--- src/rtl/fsr_pkg.sv ---
// Package: bit positions and encodings of the FP status word.
// Assumes a 64-bit register; the positions are fixed because the
// trap/accrue decision and the datapath decode depend on them.
package fsr_pkg;
    localparam int FSR_W     = 64;
    localparam int EXC_W     = 5;
    localparam int CEXC_LSB  = 0;
    localparam int AEXC_LSB  = CEXC_LSB + EXC_W;
    localparam int TEM_LSB   = CEXC_LSB + 23;
    localparam int FTT_LSB   = 14;
    localparam int FTT_W     = 3;
    localparam int RD_LSB    = 30;
    localparam int RD_W      = 2;
    localparam int FCC_BASE  = 10;
    localparam int FCC_W     = 2;
    localparam int N_FCC     = 4;
    localparam int SEL_W     = $clog2(N_FCC);
    localparam int EXC_NV    = 4;
    localparam int TT_W      = 8;
    localparam int RND_N     = 1 << RD_W;

    localparam logic [FTT_W-1:0] FTT_IEEE  = 3'd1;
    localparam logic [FSR_W-1:0] LD32_MASK = 64'h0000_0000_CF80_0FFF;
    localparam logic [FSR_W-1:0] LD64_MASK = 64'h0000_003F_CF80_0FFF;

    typedef enum logic [FCC_W-1:0] {
        REL_EQ = 2'b00,
        REL_LT = 2'b01,
        REL_GT = 2'b10,
        REL_UN = 2'b11
    } rel_e;

    // Lowest bit of condition field k: field 0 at the base, the others
    // at added shifts of 22, 24 and 26 from the base.
    function automatic int fcc_lsb(input int k);
        return (k == 0) ? FCC_BASE : FCC_BASE + 20 + 2 * k;
    endfunction
endpackage

--- src/rtl/fsr_exc_unit.sv ---
// Exception unit: forms the current-exception vector of the retiring
// operation (adding compare-generated invalid) and decides whether it
// hits an enabled trap. Purely combinational; assumes the flags are
// valid whenever the caller qualifies them with its strobe.
module fsr_exc_unit
    import fsr_pkg::*;
(
    input  logic [EXC_W-1:0] raw_flags,
    input  logic             is_cmp,
    input  logic             cmp_signal,
    input  logic             cmp_qnan,
    input  logic             cmp_snan,
    input  logic [EXC_W-1:0] trap_en,
    output logic [EXC_W-1:0] cexc,
    output logic             trap_hit
);
    logic cmp_invalid;

    // Compare invalid: any NaN when signaling, only signaling NaNs when quiet.
    always_comb begin
        cmp_invalid = is_cmp && (cmp_snan || (cmp_signal && cmp_qnan));
    end

    // Current exceptions and the enabled-trap test.
    always_comb begin
        cexc = raw_flags;
        cexc[EXC_NV] = raw_flags[EXC_NV] | cmp_invalid;
        trap_hit = |(cexc & trap_en);
    end

    // A compare that saw a signaling NaN must always report invalid.
    always_comb begin
        if (is_cmp && cmp_snan) begin
            p_snan_invalid_r8: assert (cexc[EXC_NV] == 1'b1)
                else $error("snan compare without invalid");
        end
    end
endmodule

--- src/rtl/fsr_fcc_unit.sv ---
// Condition-field unit: takes the four condition fields and writes the
// relation code into the selected one when enabled. One generate slice
// per field; assumes sel is in range 0..N_FCC-1.
module fsr_fcc_unit
    import fsr_pkg::*;
(
    input  logic [N_FCC*FCC_W-1:0] fcc_in,
    input  logic                   wr_en,
    input  logic [SEL_W-1:0]       sel,
    input  logic [FCC_W-1:0]       code,
    output logic [N_FCC*FCC_W-1:0] fcc_out
);
    for (genvar k = 0; k < N_FCC; k++) begin : g_field
        // Replace this field only when it is the selected one.
        always_comb begin
            if (wr_en && (sel == SEL_W'(k)))
                fcc_out[k*FCC_W +: FCC_W] = code;
            else
                fcc_out[k*FCC_W +: FCC_W] = fcc_in[k*FCC_W +: FCC_W];
        end
    end
endmodule

--- src/rtl/fsr_rnd_decode.sv ---
// Rounding decode: turns the 2-bit rounding-direction field into a
// one-hot select {-inf, +inf, zero, nearest}. An undefined value falls
// back to toward-zero.
module fsr_rnd_decode
    import fsr_pkg::*;
(
    input  logic [RD_W-1:0]  rd,
    output logic [RND_N-1:0] rnd_sel
);
    // Field value to one-hot mode.
    always_comb begin
        case (rd)
            2'b00:   rnd_sel = 4'b0001;
            2'b01:   rnd_sel = 4'b0010;
            2'b10:   rnd_sel = 4'b0100;
            2'b11:   rnd_sel = 4'b1000;
            default: rnd_sel = 4'b0010;
        endcase
    end
endmodule

--- src/rtl/fsr_update_unit.sv ---
// Top: holds the FP status register. On an operation strobe it records
// the current exceptions, then either raises a one-cycle trap (setting
// the trap-type field and nothing else) or accumulates and writes the
// compare result. Software loads replace masked bits and win over an
// operation in the same cycle. Synchronous active-low reset.
module fsr_update_unit
    import fsr_pkg::*;
#(
    parameter logic [TT_W-1:0] TRAP_CODE = 8'h21
) (
    input  logic               clk,
    input  logic               rst_n,
    input  logic               op_valid,
    input  logic [EXC_W-1:0]   op_flags,
    input  logic               op_cmp,
    input  logic [FCC_W-1:0]   cmp_code,
    input  logic [SEL_W-1:0]   cmp_sel,
    input  logic               cmp_signal,
    input  logic               cmp_qnan,
    input  logic               cmp_snan,
    input  logic               cmp_wide,
    input  logic               ld_valid,
    input  logic               ld_wide,
    input  logic [FSR_W-1:0]   ld_data,
    output logic [FSR_W-1:0]   fsr,
    output logic               trap_req,
    output logic [TT_W-1:0]    trap_type,
    output logic [RND_N-1:0]   rnd_sel
);
    logic [FSR_W-1:0]       fsr_q, fsr_n, ld_mask;
    logic [EXC_W-1:0]       cexc;
    logic                   trap_hit, op_take, fcc_wr, wide_unord;
    logic                   trap_q, trap_n;
    logic [N_FCC*FCC_W-1:0] fcc_cur, fcc_new;

    fsr_exc_unit u_exc (
        .raw_flags (op_flags),
        .is_cmp    (op_cmp),
        .cmp_signal(cmp_signal),
        .cmp_qnan  (cmp_qnan),
        .cmp_snan  (cmp_snan),
        .trap_en   (fsr_q[TEM_LSB +: EXC_W]),
        .cexc      (cexc),
        .trap_hit  (trap_hit)
    );

    // Gather the four condition fields from their scattered positions.
    for (genvar k = 0; k < N_FCC; k++) begin : g_gather
        assign fcc_cur[k*FCC_W +: FCC_W] = fsr_q[fcc_lsb(k) +: FCC_W];
    end

    // Strobe qualification: loads win, traps suppress result writes.
    always_comb begin
        op_take    = op_valid && !ld_valid;
        fcc_wr     = op_take && op_cmp && !trap_hit;
        wide_unord = op_cmp && cmp_wide && (cmp_code == REL_UN);
        ld_mask    = ld_wide ? LD64_MASK : LD32_MASK;
    end

    fsr_fcc_unit u_fcc (
        .fcc_in (fcc_cur),
        .wr_en  (fcc_wr),
        .sel    (cmp_sel),
        .code   (cmp_code),
        .fcc_out(fcc_new)
    );

    fsr_rnd_decode u_rnd (
        .rd     (fsr_q[RD_LSB +: RD_W]),
        .rnd_sel(rnd_sel)
    );

    // Next register value and trap pulse.
    always_comb begin
        fsr_n  = fsr_q;
        trap_n = 1'b0;
        if (ld_valid) begin
            fsr_n = (ld_data & ld_mask) | (fsr_q & ~ld_mask);
        end else if (op_valid) begin
            fsr_n[CEXC_LSB +: EXC_W] = cexc;
            if (trap_hit) begin
                fsr_n[FTT_LSB +: FTT_W] = FTT_IEEE;
                trap_n = 1'b1;
            end else begin
                fsr_n[AEXC_LSB +: EXC_W] = fsr_q[AEXC_LSB +: EXC_W] | cexc;
                if (wide_unord)
                    fsr_n[AEXC_LSB + EXC_NV] = 1'b1;
                for (int k = 0; k < N_FCC; k++)
                    fsr_n[fcc_lsb(k) +: FCC_W] = fcc_new[k*FCC_W +: FCC_W];
            end
        end
    end

    // State registers with synchronous reset.
    always_ff @(posedge clk) begin
        if (!rst_n) begin
            fsr_q  <= '0;
            trap_q <= 1'b0;
        end else begin
            fsr_q  <= fsr_n;
            trap_q <= trap_n;
        end
    end

    assign fsr       = fsr_q;
    assign trap_req  = trap_q;
    assign trap_type = trap_q ? TRAP_CODE : '0;

    // A trap leaves the IEEE trap-type code in the register.
    p_trap_ftt_r3: assert property (@(posedge clk) disable iff (!rst_n)
        trap_req |-> (fsr[FTT_LSB +: FTT_W] == FTT_IEEE));

    // A trap pulse only follows an accepted operation.
    p_trap_cause_r3: assert property (@(posedge clk) disable iff (!rst_n)
        trap_req |-> $past(op_valid && !ld_valid));

    // A trap leaves the accrued field untouched.
    p_trap_keeps_aexc_r4: assert property (@(posedge clk) disable iff (!rst_n)
        trap_req |-> (fsr[AEXC_LSB +: EXC_W] == $past(fsr[AEXC_LSB +: EXC_W])));

    // Accrued bits never drop on an operation.
    p_aexc_sticky_r5: assert property (@(posedge clk) disable iff (!rst_n)
        (op_valid && !ld_valid) |=> ((fsr[AEXC_LSB +: EXC_W] & $past(fsr[AEXC_LSB +: EXC_W]))
                                     == $past(fsr[AEXC_LSB +: EXC_W])));

    // At most one condition field changes per cycle without a load.
    p_one_fcc_r7: assert property (@(posedge clk) disable iff (!rst_n)
        !ld_valid |-> ($countones({fcc_new[1:0] != fcc_cur[1:0], fcc_new[3:2] != fcc_cur[3:2],
                                   fcc_new[5:4] != fcc_cur[5:4], fcc_new[7:6] != fcc_cur[7:6]}) <= 1));

    // The rounding select is always exactly one mode.
    p_rnd_onehot_r10: assert property (@(posedge clk) disable iff (!rst_n)
        $countones(rnd_sel) == 1);

    // A load never produces a trap.
    p_load_no_trap_r12: assert property (@(posedge clk) disable iff (!rst_n)
        ld_valid |=> !trap_req);
endmodule

--- config.mk ---
export PLATFORM = sky130hd
export DESIGN_NAME = fsr_update_unit
export DESIGN_NICKNAME = d
export VERILOG_FILES = /design/src/rtl/fsr_pkg.sv /design/src/rtl/fsr_exc_unit.sv /design/src/rtl/fsr_fcc_unit.sv /design/src/rtl/fsr_rnd_decode.sv /design/src/rtl/fsr_update_unit.sv
export SDC_FILE = /design/constraint.sdc
export NUM_CORES = 1
export LEC_CHECK = 0
export BUFFER_PORTS_ARGS = -buffer_cell sky130_fd_sc_hd__buf_2
export CAP_MARGIN = 5
export CORE_MARGIN = 5
export CORE_UTILIZATION = 36
export CTS_CLUSTER_DIAMETER = 50
export DETAILED_ROUTE_END_ITERATION = 6
export GPL_ROUTABILITY_DRIVEN = 0
export PLACE_DENSITY = 0.8
export SLEW_MARGIN = 0
export SYNTH_ARGS = -nofsm -noshare
export SYNTH_HDL_FRONTEND = slang
export SYNTH_SLANG_ARGS = --single-unit
--- constraint.sdc ---
create_clock -name clk -period 4.39 [get_ports clk]
set_clock_uncertainty 0.05 [all_clocks]
set_input_delay 0.2195 -clock clk [delete_from_list [all_inputs] [get_ports clk]]
set_output_delay 0.2195 -clock clk [all_outputs]
set_load 0.02 [all_outputs]
==> flow_summary_export.csv, run 1 <==
group,metric,value,unit
power_and_ir_drop,combPwrFrac,27.9,%
logic_synthesis,ys_ff_latch,27,
run,drv_cap,0,
power_and_ir_drop,power_switching_share,33.6,%
drt,via_count,1445,
drt,routed_wl,4040,um
clocking,ctsResizeCount,0,
worst_setup_path,end_kind,"flop",
drt,drc_errors,0,
drt,wl_per_cell,13.0,um
sta,finalCritPeriodShare,39.1,%
placement,dp_slack,2.69,ns
floorplanning,die_x,77.5,um
sta,clock.fmax,583,MHz
logic_synthesis,synthTopCellsByArea,"dfxtp_1 (33%), buf_4 (21%), mux2i_1 (10%)",
drt,vias_per_cell,4.65,
power_and_ir_drop,clkPwrFrac,24.6,%
sta,tightest_slew,0.547,ns
logic_synthesis,netlist_instances,190,
clocking,clock-sinks,27,
logic_synthesis,synth_most_common_cell,"buf_4",
drt,drt_iter0_markers,52,
sta,setup_viol,0,
global_routing,grt_max_degree,34,
sta,layout_setup_ws,2.67,ns
floorplanning,design.die.area,6010,um2
clocking,cts_tree,"built",
clocking,cts_buffer_depth,2,
placement,dp_hpwl,3230,um
global_routing,grt_pass1_wl,6260,um
worst_setup_path,start_kind,"flop",
run_status,status,"complete, no violations",
worst_setup_path,startpoint,"fsr[27]$_SDFFE_PN0P_",
global_routing,gr-total-overflow,0,
placement,placed_area,1870,um2
finish,drive_gt1_share,32.0,%
floorplanning,ios,160,
sta,period_minus_slack,1.72,ns
clocking,clk_pin_slew,0.09,ns
worst_setup_path,arrival,1.87,ns
floorplanning,core_area,4380,um2
sta,hold_viol,0,
finish,num_antenna_cells,0,
sta,rsz0062_at_grt,"no",
global_routing,grt_usage,12.6,%
power_and_ir_drop,power,0.568,mW
global_routing,grt_antenna_before_repair,0,
logic_synthesis,ys_seq_area_share,32.9,%
finish,layout.nets,343,
placement,port_buffers,76,
floorplanning,num_rows,24,
min_path,hold_start,"ld_data[3]",
logic_synthesis,async_flop_share,0,%
worst_setup_path,path_max_fanout,4,
worst_setup_path,cp_data_required_time,4.54,ns
clocking,cts-root-buf,"clkbuf_8",
sta,relSlewSlack,63.5,%
worst_setup_path,worst-setup-path-type,"flop to flop",
clocking,htree_num_levels,1,
power_and_ir_drop,p_int,0.377,mW
finish,stdcell_area,1920,um2
drt,antenna_left,0,
clocking,cts_hold_buffers,0,
worst_setup_path,r2r-start,"fsr[27]$_SDFFE_PN0P_",
logic_synthesis,yosysTopAreaCell,"dfxtp_1",
clocking,post_cts_buffers,0,
floorplanning,initial_core_util,37.4,%
power_and_ir_drop,power_density,296,nW/um2
logic_synthesis,synth_top_area_share,32.9,%
logic_synthesis,syn_area_per_cell,8.64,um2
sta,tns,0,ns
global_routing,grt_pass1_vias,1279,
finish,area_growth,16.7,%
clocking,numCtsBuffers,3,
logic_synthesis,synth-edff-count,0,
logic_synthesis,synth_common_cells,"buf_4 (46), dfxtp_1 (27), mux2i_1 (17)",
power_and_ir_drop,seqPwrFrac,47.4,%
logic_synthesis,yosysWarnings,0,
power_and_ir_drop,leakagePower,1.04,nW
clocking,clk_latency,0.27,ns
logic_synthesis,ys.flop_type,"dfxtp_1",
floorplanning,die_y,77.5,um
logic_synthesis,syn-cell-area,1640,um2
logic_synthesis,synth_cell_types,32,
drt,drtPass1Iterations,4,
power_and_ir_drop,power.switching,0.191,mW
min_path,hold_class,"input port to flop",
sta,maxSlewViolCount,0,
power_and_ir_drop,vdd_ir_drop_max,0.131,mV
-- through the flow --
step | hold slack (ns) | util (%) | instances
6_report | 0.124 | 43.7 | 311
3_3_place_gp | 0.391 | 42.7 | 307
4_1_cts | 0.120 | 43.7 | 311
3_5_place_dp | 0.401 | 42.7 | 307
2_1_floorplan | 0.307 | - | 233
5_1_grt | 0.120 | 43.7 | 311
-- layer usage --
metal / global-route usage [%] / vias up / routed length, um
met5: 0 / - / 0
met4: 3.61 / 0 / 24
met3: 2.66 / 2 / 438
met2: 21.0 / 76 / 1960
met1: 16.5 / 657 / 1610
li1: - / 710 / -
-- layout make-up --
| cell class | count | area (um2) |
|---|---|---|
| clock buffers | 4 | 45.0 |
| fillers | 454 | 2470 |
| inverters | 3 | 11.3 |
| multi-input cells | 149 | 873 |
| flip-flops and latches | 27 | 541 |
| well taps | 52 | 65.1 |
| repair buffers | 76 | 380 |
-- cell families (layout without fill, tap and decap cells) --
family / after synthesis / after routing / share of synthesized area (%)
flops: 27 / 27 / 32.9
other cells: 1 / 44 / 0.228
buf+inv: 57 / 83 / 23.7
simple gates: 44 / 44 / 14.7
compound gates: 44 / 44 / 18.1
mux: 17 / 17 / 10.4
-- cells in the final DEF (no fill, tap or decap) --
cell type / netlist / layout
o211ai_1: 1 / 1
and4b_1: 1 / 1
a21boi_0: 1 / 1
mux2i_1: 17 / 17
buf_2: 2 / 76
o2111ai_1: 1 / 1
inv_1: 3 / 3
and2_1: 2 / 2
nor2b_1: 12 / 12
nand2b_1: 1 / 1
nor3_1: 1 / 1
and3_1: 6 / 6
nand2_1: 15 / 15
nand4_1: 3 / 3
nor2_1: 2 / 2
a222oi_1: 1 / 1
o21a_1: 1 / 1
a211o_1: 1 / 1
a21o_1: 1 / 1
a22oi_1: 1 / 1
o21ai_0: 14 / 14
and4bb_2: 1 / 1
o211a_1: 5 / 5
o311a_1: 1 / 1
dfxtp_1: 27 / 27
a211oi_1: 1 / 1
conb_1: 1 / 44
a31oi_1: 6 / 6
clkbuf_1: 6 / 1
a21oi_1: 6 / 6
clkbuf_8: 0 / 3
o21ai_2: 3 / 3
-- critical path: stages (launching register included) --
cell and delay [ns]:
dfxtp_1 0.35, a222oi_1 0.48, o2111ai_1 0.30, o21ai_2 0.27
mux2i_1 0.21
-- path summary, 6_finish.rpt --
check,slack [ns],cells after the start,to
setup / recovery,2.67,4,flop
hold / removal,0.12,2,fsr[3]$_SDFFE_PN0P_
setup reg to reg,2.67,4,flop
hold reg to reg,0.41,2,flop
-- power groups by stage --
stage	clock (mW)	sequential, mW	combinational [mW]
final	0.140	0.269	0.159
after global routing	0.158	0.272	0.173
after CTS	0.145	0.270	0.159
after detailed placement	0	0.275	0.158
after global placement	0	0.275	0.156
after floorplan	0	0.294	0.118
Power figures use the tool's default switching activity.
==> inputs of run 2 (changes only) <==
==> constraint.sdc (replaced) <==
create_clock -name clk -period 1.8 [get_ports clk]
set_clock_uncertainty 0.05 [all_clocks]
set_input_delay 0.09 -clock clk [delete_from_list [all_inputs] [get_ports clk]]
set_output_delay 0.09 -clock clk [all_outputs]
set_load 0.02 [all_outputs]
==> run 2 against run 1 <==
Combinational power up 150%. Sequential power is 140% higher. Clock-buffer cell count is the same. Design area increased by 2.5%. Die area unchanged. Maximum frequency up 2.1%. Highest routed layer unchanged.
==> flow_summary_export.csv, run 2 (same netlist as run 1, synthesis figures left out) <==
group,metric,value,unit
run_status,status,"complete, no violations",
worst_setup_path,max_stage_delay,0.46,ns
floorplanning,die_y,77.5,um
run,drv_cap,0,
power_and_ir_drop,power_switching_share,34.1,%
placement,dp_slack,0.147,ns
sta,tightest_slew,0.539,ns
clocking,clk_pin_slew,0.09,ns
floorplanning,core_area,4380,um2
placement,place_inst,308,
sta,rsz0062_at_grt,"yes",
finish,drive_gt1_share,31.8,%
worst_setup_path,critPathTopFamily,"compound AO/OA/AOI/OAI gates",
global_routing,grt_antenna_before_repair,0,
finish,area_growth,19.6,%
placement,dp_hpwl,3340,um
finish,mostFrequentLayoutCells,"buf_2 (76), conb_1 (44), dfxtp_1 (27)",
clocking,post_cts_buffers,0,
global_routing,grt_usage,12.7,%
drt,drt_iter0_markers,77,
global_routing,grt_max_degree,34,
clocking,numCtsBuffers,3,
clocking,cts_tree,"built",
finish,post-route-util,44.8,%
worst_setup_path,start_kind,"flop",
global_routing,grt_pass1_wl,6320,um
sta,tns,0,ns
clocking,htree_num_levels,1,
finish,final_common_cell,"buf_2",
sta,relSlewSlack,64.1,%
power_and_ir_drop,leakagePower,1.06,nW
global_routing,grt_pass1_vias,1297,
global_routing,gr-total-overflow,0,
sta,finalCritPeriodShare,93.4,%
finish,stdcell_area,1960,um2
finish,layout.nets,348,
drt,antenna_left,0,
worst_setup_path,arrival,1.84,ns
power_and_ir_drop,vdd_ir_drop_max,0.344,mV
floorplanning,ios,160,
clocking,clock-sinks,27,
placement,placed_area,1880,um2
placement,port_buffers,76,
worst_setup_path,path_buf_inv,0,
worst_setup_path,path_max_fanout,4,
power_and_ir_drop,combPwrFrac,28.2,%
sta,layout_setup_ws,0.118,ns
power_and_ir_drop,seqPwrFrac,46.8,%
floorplanning,design.die.area,6010,um2
floorplanning,die_x,77.5,um
floorplanning,num_rows,24,
finish,layout.cells.non_filler,316,
sta,worst_hold_slack,0.0217,ns
drt,drtPass1Iterations,4,
worst_setup_path,rrSetupSlack,0.12,ns
power_and_ir_drop,power,1.41,mW
sta,clock.fmax,595,MHz
sta,setup_viol,0,
clocking,cts-root-buf,"clkbuf_8",
worst_setup_path,cp_data_required_time,1.96,ns
finish,num_antenna_cells,0,
worst_setup_path,worst-setup-path-type,"flop to flop",
worst_setup_path,crit_chain,"a222oi_1 -> o2111ai_1 -> o21ai_2 -> mux2i_1",
drt,routed_wl,4200,um
power_and_ir_drop,clkPwrFrac,25.0,%
worst_setup_path,slowest_stage,"a222oi_1",
min_path,hold_class,"input port to flop",
sta,hold_viol,0,
drt,wl_per_cell,13.3,um
drt,via_count,1441,
floorplanning,initial_core_util,37.4,%
sta,period_minus_slack,1.68,ns
power_and_ir_drop,p_int,0.926,mW
power_and_ir_drop,power.switching,0.480,mW
clocking,clk_latency,0.27,ns
drt,drc_errors,0,
drt,vias_per_cell,4.56,
clocking,cts_buffer_depth,2,
worst_setup_path,end_kind,"flop",
clocking,ctsResizeCount,0,
power_and_ir_drop,power_density,716,nW/um2
sta,maxSlewViolCount,0,
-- run 2: changes by cell type in the layout (fill, tap and decap cells not counted), sizes merged --
cell	before	now
dlygate4sd3	0	4
buf	76	77
-- run 2: final timing paths --
| check | from | to | cells past startpoint |
|---|---|---|---|
| worst max-delay path | fsr[27]$_SDFFE_PN0P_ | flop | 4 |
| worst min-delay path | ld_data[25] | fsr[25]$_SDFFE_PN0P_ | 3 |
| worst max register to register | fsr[27]$_SDFFE_PN0P_ | flop | 4 |
| worst min register to register | flop | flop | 2 |
-- run 2: worst min-delay path, cell delays in order --
cell and delay, ns:
buf_2 0.07, mux2i_1 0.05, nor2b_1 0.09
-- run 2: cell type report --
class / instances / area, um2
Tap cell: 52 / 65.1
Fill cell: 433 / 2420
Multi-Input combinational cell: 149 / 873
Clock buffer: 4 / 45.0
Inverter: 3 / 11.3
Timing Repair Buffer: 81 / 428
Sequential cell: 27 / 541
-- run 2: per-layer routing --
metal | vias to the layer above | GRT usage (%) | part of all wire (%)
met5 | - | 0 | 0
met4 | 0 | 3.26 | 0.79
met3 | 4 | 2.78 | 11
met2 | 84 | 22.1 | 48
met1 | 632 | 15.8 | 40
li1 | 721 | - | -
-- run 2: repair_timing --
item | in CTS | in global routing
hold endpoints to repair | 4 | 0
endpoints found under the setup margin | 0 | 1
hold buffers | 4 | 0
-- run 2: power by group through the flow --
stage,Clock (mW),Combinational [mW],Sequential [mW]
final,0.351,0.397,0.658
after global routing,0.386,0.429,0.664
after CTS,0.356,0.395,0.658
after detailed placement,0,0.387,0.672
after global placement,0,0.383,0.670
after floorplan,0,0.289,0.718
==> inputs of run 3 (changes only) <==
--- a/config.mk
+++ b/config.mk
@@ -12,6 +12,7 @@
 export CTS_CLUSTER_DIAMETER = 50
 export DETAILED_ROUTE_END_ITERATION = 6
 export GPL_ROUTABILITY_DRIVEN = 0
+export MAX_ROUTING_LAYER = met4
 export PLACE_DENSITY = 0.8
 export SLEW_MARGIN = 0
 export SYNTH_ARGS = -nofsm -noshare
==> run 3 against run 2 <==
Non-clock buffer count is the same. Clock-buffer cell count is the same. Die area is the same. Via count is 0.42% higher. Sequential share of layout area did not move.
==> flow_summary_export.csv, run 3 (same netlist as run 1, synthesis figures left out) <==
group,metric,value,unit
global_routing,grt.met3_usage,2.31,%
floorplanning,design.die.area,6010,um2
placement,placed_area,1880,um2
worst_setup_path,startpoint,"fsr[27]$_SDFFE_PN0P_",
finish,post-route-util,44.8,%
finish,ff_latch_area,541,um2
sta,worst_hold_slack,0.0205,ns
finish,multi_input_area,873,um2
min_path,hold_class,"input port to flop",
worst_setup_path,crit_chain,"a222oi_1 -> o2111ai_1 -> o21ai_2 -> mux2i_1",
clocking,cts_buffer_depth,2,
global_routing,grtUsageMet1,15.9,%
global_routing,gr-total-overflow,0,
floorplanning,ios,160,
worst_setup_path,max_stage_delay,0.46,ns
finish,drive_gt1_share,31.8,%
power_and_ir_drop,vdd_ir_drop_max,0.344,mV
finish,area_growth,19.6,%
finish,stdcell_area,1960,um2
drt,drc_errors,0,
floorplanning,core_area,4380,um2
global_routing,top_usage_layer,"met2",
clocking,clock-sinks,27,
sta,tightest_slew,0.535,ns
worst_setup_path,worst-setup-path-type,"flop to flop",
clocking,clk_pin_slew,0.09,ns
finish,mostFrequentLayoutCells,"buf_2 (76), conb_1 (44), dfxtp_1 (27)",
sta,hold_viol,0,
finish,num_antenna_cells,0,
sta,rsz0062_at_grt,"yes",
global_routing,grt_pass1_wl,6320,um
run,drv_cap,0,
drt,vias_per_cell,4.58,
worst_setup_path,r2r-start,"fsr[27]$_SDFFE_PN0P_",
worst_setup_path,end_kind,"flop",
worst_setup_path,start_kind,"flop",
placement,place_inst,308,
run_status,status,"complete, no violations",
finish,layout.cells.non_filler,316,
drt,via_count,1447,
clocking,cts_tree,"built",
global_routing,gr-usage-met2,22.2,%
global_routing,grt_pass1_vias,1303,
worst_setup_path,path_max_fanout,4,
floorplanning,die_x,77.5,um
power_and_ir_drop,power,1.40,mW
drt,wl_per_cell,13.2,um
sta,setup_viol,0,
floorplanning,die_y,77.5,um
worst_setup_path,ff2ff_path_depth,4,
clocking,ctsResizeCount,0,
global_routing,grt_usage,13.0,%
placement,port_buffers,76,
power_and_ir_drop,leakagePower,1.06,nW
global_routing,grt_antenna_before_repair,0,
drt,drt_iter0_markers,53,
clocking,htree_num_levels,1,
worst_setup_path,arrival,1.85,ns
sta,relSlewSlack,64.3,%
drt,antenna_left,0,
sta,layout_setup_ws,0.111,ns
clocking,clk_latency,0.27,ns
min_path,hold_start,"ld_data[25]",
sta,period_minus_slack,1.69,ns
placement,dp_hpwl,3340,um
finish,final_common_cell,"buf_2",
finish,layout.nets,348,
sta,maxSlewViolCount,0,
placement,dp_slack,0.147,ns
global_routing,grt_max_degree,34,
power_and_ir_drop,power_density,715,nW/um2
drt,drtPass1Iterations,4,
sta,clock.fmax,592,MHz
clocking,cts-root-buf,"clkbuf_8",
drt,routed_wl,4160,um
sta,finalCritPeriodShare,93.8,%
clocking,numCtsBuffers,3,
floorplanning,initial_core_util,37.4,%
worst_setup_path,slowest_stage,"a222oi_1",
worst_setup_path,cp_data_required_time,1.96,ns
finish,num-fill-cells,433,
sta,tns,0,ns
worst_setup_path,rrSetupSlack,0.11,ns
floorplanning,num_rows,24,
run 3: where the power goes:
| part | internal [mW] | total, mW | switching (mW) | leakage (nW) |
|---|---|---|---|---|
| clock network | 0.159 | 0.349 | 0.191 | 0.0228 |
| logic | 0.132 | 0.396 | 0.264 | 0.817 |
| registers | 0.636 | 0.658 | 0.0223 | 0.223 |
| total | 0.926 | 1.40 | 0.477 | 1.06 |
run 3: routing by layer:
| metal | routed length, um | share of wire, % |
|---|---|---|
| met5 | 0 | 0 |
| met4 | 33 | 0.79 |
| met3 | 461 | 11 |
| met2 | 2050 | 49 |
| met1 | 1620 | 39 |
run 3: how the worst min path moves through the flow:
stage	end	slack [ns]	cells past startpoint
after global routing	fsr[30]$_SDFFE_PN0P_	0.02	3
after detailed placement	fsr[3]$_SDFFE_PN0P_	0.27	2
after global placement	fsr[1]$_SDFFE_PN0P_	0.26	2
final	fsr[25]$_SDFFE_PN0P_	0.02	3
after floorplan	fsr[0]$_SDFFE_PN0P_	0.18	1
after CTS	fsr[25]$_SDFFE_PN0P_	0.02	3
run 3: worst max-delay path, delay by kind of cell, from the launching register on:
kind	cells	cell delay [ns]
mux	1	0.20
flops	1	0.36
compound gates	3	1.01
run 3: what timing repair did:
action                                 4_1_cts  5_1_grt
setup buffers                                0        0
hold buffers                                 4        0
endpoints found under the hold margin        4        0
setup endpoints to repair                    0        1
run 3: final cells by class:
cell class | instances | share of cell area [%]
clock buffers | 4 | 2.29
inverters | 3 | 0.574
multi-input cells | 149 | 44.5
flip-flops and latches | 27 | 27.5
well taps | 52 | 3.31
repair buffers | 81 | 21.8
